<file path="src/rtl/axis_irq_pkg.sv">
package axis_irq_pkg;
    parameter int ERR_W   = 9;
    parameter int EVT_W   = 14;
    parameter int EN_W    = 13;
    parameter int DATA_W  = 32;
    parameter int MASK_BIT    = 29;
    parameter int STOP_EN_BIT = 30;
    parameter int ST_STOP_BIT = 2;
    parameter int ST_ERR_BIT  = 4;
    parameter int ST_EVT_BIT  = 5;
    parameter int DIR_PLUS    = 11;
    parameter int DIR_MINUS   = 12;

    parameter logic [7:0] OP_COPY_ERR = 8'hF2;
    parameter logic [7:0] OP_COPY_EVT = 8'hF3;
    parameter logic [7:0] OP_LOAD_EN  = 8'hAC;

    // Enable bit that gates a given event cause: the two direction-change
    // causes share one enable, and later causes shift down by one.
    function automatic int en_index(input int cause);
        if (cause < DIR_PLUS)
            return cause;
        else if (cause <= DIR_MINUS)
            return DIR_PLUS;
        else
            return cause - 1;
    endfunction

    typedef struct packed {
        logic [EN_W-1:0]   en;
        logic              mask;
        logic              stop_en;
        logic              f_stop;
        logic [DATA_W-1:0] buffer;
    } ctl_state_t;
endpackage

</file>
<file path="src/rtl/irq_cause_bank.sv">
module irq_cause_bank #(
    parameter int W = 8
) (
    input  logic         clk,
    input  logic         rst_n,
    input  logic [W-1:0] set_i,
    input  logic         clr_i,
    output logic [W-1:0] cause_o,
    output logic         flag_o
);
    typedef struct packed {
        logic [W-1:0] cause;
        logic         flag;
    } bank_t;

    bank_t bank_d, bank_q;

    always_comb begin
        bank_d = bank_q;
        if (clr_i) begin
            bank_d.cause = set_i;
            bank_d.flag  = |set_i;
        end else begin
            bank_d.cause = bank_q.cause | set_i;
            bank_d.flag  = bank_q.flag | (|set_i);
        end
    end

    always_ff @(posedge clk or negedge rst_n) begin
        if (!rst_n)
            bank_q <= '0;
        else
            bank_q <= bank_d;
    end

    assign cause_o = bank_q.cause;
    assign flag_o  = bank_q.flag;
endmodule

</file>
<file path="src/rtl/evt_enable_gate.sv">
module evt_enable_gate
    import axis_irq_pkg::*;
(
    input  logic [EVT_W-1:0] raw_i,
    input  logic [EN_W-1:0]  en_i,
    output logic [EVT_W-1:0] gated_o
);
    for (genvar c = 0; c < EVT_W; c++) begin : g_cause
        localparam int EI = en_index(c);
        assign gated_o[c] = raw_i[c] & en_i[EI];
    end
endmodule

</file>
<file path="src/rtl/axis_irq_collector.sv">
module axis_irq_collector
    import axis_irq_pkg::*;
(
    input  logic              clk,
    input  logic              rst_n,
    input  logic [ERR_W-1:0]  err_pulse,
    input  logic [EVT_W-1:0]  evt_pulse,
    input  logic              stop_pulse,
    input  logic              mode1_wr,
    input  logic [DATA_W-1:0] mode1_data,
    input  logic              mode2_wr,
    input  logic [DATA_W-1:0] mode2_data,
    input  logic              buf_wr,
    input  logic [DATA_W-1:0] buf_wdata,
    input  logic              cmd_vld,
    input  logic [7:0]        cmd_op,
    input  logic              stat_rd,
    output logic [7:0]        stat_byte,
    output logic [DATA_W-1:0] buf_rdata,
    output logic              irq_n
);
    localparam int ERR_PAD = DATA_W - ERR_W;
    localparam int EVT_PAD = DATA_W - EVT_W;

    ctl_state_t st_d, st_q;

    logic             rd_err, rd_evt, ld_en;
    logic [ERR_W-1:0] err_cause;
    logic [EVT_W-1:0] evt_cause;
    logic [EVT_W-1:0] evt_gated;
    logic             f_err, f_evt;
    logic             stop_hit;
    logic             stop_en_w, mask_w;
    logic             unused_bits;

    assign rd_err = cmd_vld && (cmd_op == OP_COPY_ERR);
    assign rd_evt = cmd_vld && (cmd_op == OP_COPY_EVT);
    assign ld_en  = cmd_vld && (cmd_op == OP_LOAD_EN);

    irq_cause_bank #(.W(ERR_W)) err_bank_i (
        .clk     (clk),
        .rst_n   (rst_n),
        .set_i   (err_pulse),
        .clr_i   (rd_err),
        .cause_o (err_cause),
        .flag_o  (f_err)
    );

    evt_enable_gate evt_gate_i (
        .raw_i   (evt_pulse),
        .en_i    (st_q.en),
        .gated_o (evt_gated)
    );

    irq_cause_bank #(.W(EVT_W)) evt_bank_i (
        .clk     (clk),
        .rst_n   (rst_n),
        .set_i   (evt_gated),
        .clr_i   (rd_evt),
        .cause_o (evt_cause),
        .flag_o  (f_evt)
    );

    assign stop_hit = stop_pulse && st_q.stop_en;

    always_comb begin
        st_d = st_q;
        if (mode1_wr)
            st_d.mask = mode1_data[MASK_BIT];
        if (mode2_wr)
            st_d.stop_en = mode2_data[STOP_EN_BIT];
        if (stat_rd)
            st_d.f_stop = stop_hit;
        else
            st_d.f_stop = st_q.f_stop | stop_hit;
        if (ld_en)
            st_d.en = st_q.buffer[EN_W-1:0];
        if (rd_err)
            st_d.buffer = {{ERR_PAD{1'b0}}, err_cause};
        else if (rd_evt)
            st_d.buffer = {{EVT_PAD{1'b0}}, evt_cause};
        else if (buf_wr)
            st_d.buffer = buf_wdata;
    end

    always_ff @(posedge clk or negedge rst_n) begin
        if (!rst_n)
            st_q <= '0;
        else
            st_q <= st_d;
    end

    always_comb begin
        stat_byte = '0;
        stat_byte[ST_STOP_BIT] = st_q.f_stop;
        stat_byte[ST_ERR_BIT]  = f_err;
        stat_byte[ST_EVT_BIT]  = f_evt;
    end

    assign buf_rdata = st_q.buffer;
    assign irq_n     = ~((st_q.f_stop | f_err | f_evt) & ~st_q.mask);

    assign stop_en_w = st_q.stop_en;
    assign mask_w    = st_q.mask;

    assign unused_bits = ^{mode1_data[DATA_W-1:MASK_BIT+1], mode1_data[MASK_BIT-1:0],
                           mode2_data[DATA_W-1:STOP_EN_BIT+1], mode2_data[STOP_EN_BIT-1:0]};
endmodule

</file>
<file path="config.mk">
export PLATFORM = sky130hd
export DESIGN_NAME = axis_irq_collector
export DESIGN_NICKNAME = d
export VERILOG_FILES = /design/src/rtl/axis_irq_pkg.sv /design/src/rtl/irq_cause_bank.sv /design/src/rtl/evt_enable_gate.sv /design/src/rtl/axis_irq_collector.sv
export SDC_FILE = /design/constraint.sdc
export NUM_CORES = 1
export LEC_CHECK = 0
export ABC_AREA = 1
export BUFFER_PORTS_ARGS = -buffer_cell sky130_fd_sc_hd__buf_4
export CAP_MARGIN = 20
export CORE_AREA = 2 2 87 89
export CTS_CLUSTER_DIAMETER = 100
export DETAILED_ROUTE_END_ITERATION = 8
export DIE_AREA = 0 0 89 91
export HOLD_SLACK_MARGIN = 0.1
export PLACE_DENSITY = 0.85
export SKIP_LAST_GASP = 1
export SLEW_MARGIN = 40
export SYNTH_ARGS = -nofsm -noshare
export SYNTH_HDL_FRONTEND = slang
export SYNTH_SLANG_ARGS = --single-unit
</file>
<file path="constraint.sdc">
create_clock -name clk -period 2.25 [get_ports clk]
set_input_delay 0.45 -clock clk [delete_from_list [all_inputs] [get_ports clk]]
set_output_delay 0.45 -clock clk [all_outputs]
set_load 0.01 [all_outputs]
</file>
==> metrics.txt <==
final instance count without filler cells=a little over 600; FILL cells=670; mapped cell area=~3400 um^2; PwrDens=roughly 700 nW/um^2; final hold violation count=0; CTS Root Cell=clkbuf_8; RSZ-0062 raised after global routing=false; Worst EP arrival=approximately 2 ns; clock slew at reported path FFs=~0.080 ns; Sw Share=27.9%; row count=31; drt wl/cell=~14 um; top-count cell post-synth=nand2_1; drt total wl=about 8400 um; area of the core=between 7000 and 8000 um^2; pin slew with the least headroom to its limit=0.610 ns; die width=89 um; htree depth=3; Crit. End Element=register; FMAX=approximately 0.57 GHz; Tmin final=approximately 1.8 ns; Skew-Pair Late Insertion Delay=about 0.35 ns; Unique masters post-synth=26; Final ANT Viol Nets=0; reg2reg path depth=4; total CTS buffers=9; vias in the first global route=2836; Hold Buf Count CTS=0; synth top area cells=dfrtp_1, nand2_1, nand4_1; Setup violations, final=0; Post-Syn Instances=401; Worst EP required=between 2 and 2.5 ns; # Max-Cap Violations=0; largest net degree at the start of global routing=46; share of cells above drive strength 1=between 20% and 30%; Port Buf Inserts=108; Slew headroom=59.3%; Slew Viols, Final=0; CTS sink count=between 70 and 80; routed vias=just over 3000; DRT iter0 DRCs=between 150 and 200; top cell type's share of synthesized area=53.5%; Clock Path Buffers=2; YS warnings=0; drt first pass iters=4; average size of a mapped cell=roughly 8.5 um^2; #FFs+latches synth=73; first-pass GRT wire length=13100 um; final worst path period share=between 70% and 80%; Inst Count DP=592; DRC=0; outcome=completed; sequential power share=between 50 and 60%; I/O pin count=between 150 and 200; post-CTS resize count=0; clock network power share=around a third; multi-input logic area=between 1000 and 1500 um^2; gr usage total=around a fifth; clk_skew=about 0.011 ns; Hold WC Path Type=primary input to async pin; critical path peak fanout=32; synth cell count leaders=nand2_1, dfrtp_1, inv_1; Async SR Flop Fraction=between 90% and 100%; Gate power share=~16%; setup TNS=0 ns; post-synth top area cell=dfrtp_1; CP startpoint kind=primary input; routability-driven placement congestion ratio=between 0.8 and 0.9; die area=8100 um^2; register area share after synthesis=53.5%; EDFF count, synth=0; initial core utilization=between 40% and 50%; Ant. Diodes=0; GRT overflow=0; TritonCTS clock tree=yes; Synth Flop Type=dfrtp_1; HPWL reported at the end of detailed placement=~6100 um; FF/Latch Area=approximately 1800 um^2; Die Ht=between 90 and 100 um; static leakage=between 2 and 2.5 nW; VDD IR max=0.000371 V; Setup Crit Path Kind=primary input to register; postcts setup bufs=0; P&R area growth vs syn=30.2%; Util after Layout=between 60 and 70%; nets=639; reported net switching power=just under 900 uW; initial antenna violation count=0; P_int=2.24 mW; vias per cell=5.04
==> state kept, by name, indices dropped and copies added, names as in the netlist <==
register            cells
stat_byte               1
evt_bank_i.flag_o       1
buf_rdata              32
err_bank_i.cause_o      9
err_bank_i.flag_o       1
mask_w                  1
st_q                   13
evt_bank_i.cause_o     14
stop_en_w               1
==> power groups by stage <==
stage | Sequential (mW) | Combinational, mW | Clock, mW
2_1_floorplan | 1.60 | 0.225 | 0
3_3_place_gp | 1.60 | 0.491 | 0
5_1_grt | 1.60 | 0.571 | 1.09
3_5_place_dp | 1.60 | 0.510 | 0
4_1_cts | 1.58 | 0.512 | 1.04
6_report | 1.58 | 0.506 | 1.02
==> kinds of logic (layout without fill, tap and decap cells) <==
kind of cell	Yosys count	after routing	share of synthesized area, %
buf+inv	89	193	11.9
compound gates	54	54	8.09
simple gates	183	183	26.1
other cells	1	5	0.110
flops	73	73	53.5
mux	1	1	0.330
==> critical path, cell delays in order <==
cell	delay, ns
buf_4	0.12
nand2_1	0.07
inv_1	0.17
nand3_4	0.24
nand3_2	0.51
o21ai_0	0.42
==> through the flow <==
stage | area [um^2] | setup WS (ns) | total power, mW | hold WS, ns
after floorplan | 3430 | 0.790 | 1.82 | 0.154
after CTS | 4450 | 0.493 | 3.13 | 0.117
after detailed placement | 4250 | 0.128 | 2.11 | 0.459
after global placement | 4250 | 0.187 | 2.09 | 0.454
final | 4450 | 0.497 | 3.11 | 0.0980
after global routing | 4450 | 0.378 | 3.26 | 0.147
==> worst paths after layout <==
path | start | end | slack (ns)
min reg2reg | evt_bank_i.cause_o[13]$_DFF_PN0_ | evt_bank_i.cause_o[13]$_DFF_PN0_ | 0.48
max reg2reg | evt_bank_i.cause_o[6]$_DFF_PN0_ | buf_rdata[6]$_DFFE_PN0P_ | 1.33
min in group clk | err_pulse[2] | err_bank_i.cause_o[2]$_DFF_PN0_ | 0.30
max in group asynchronous | rst_n | st_q[36]$_DFFE_PN0P_ | 1.59
min | rst_n | buf_rdata[11]$_DFFE_PN0P_ | 0.1
max | cmd_op[4] | buf_rdata[22]$_DFFE_PN0P_ | 0.50
==> layout by cell type (no fill, tap or decap), types with 2 or more instances in the layout <==
cell type	instances
nor2_1	7
buf_4	113
nand2_2	2
inv_2	2
nand3_1	20
nand2_1	103
nand4_1	40
inv_1	61
o21ai_1	15
dfrtp_1	73
conb_1	5
nor4_1	2
nand3_2	3
clkbuf_8	9
o21ai_0	37
clkinvlp_4	2
==> routing by layer <==
| metal | global-route usage (%) | vias to the layer above | part of all wire, % |
|---|---|---|---|
| met5 | 0 | - | 0 |
| met4 | 9.58 | 0 | 2.0 |
| met3 | 3.55 | 13 | 7.0 |
| met2 | 33.1 | 116 | 47 |
| met1 | 27.6 | 1443 | 44 |
| li1 | - | 1494 | - |
==> layout make-up <==
| class | instances | share of cell area (%) |
|---|---|---|
| sequential | 73 | 41.1 |
| multi-input combinational | 243 | 26.9 |
| inverter | 63 | 5.31 |
| clock inverter | 6 | 1.52 |
| tap | 99 | 2.78 |
| timing repair buffer | 114 | 19.5 |
| clock buffer | 10 | 2.87 |
No activity file was read; power rests on OpenSTA's default activity.
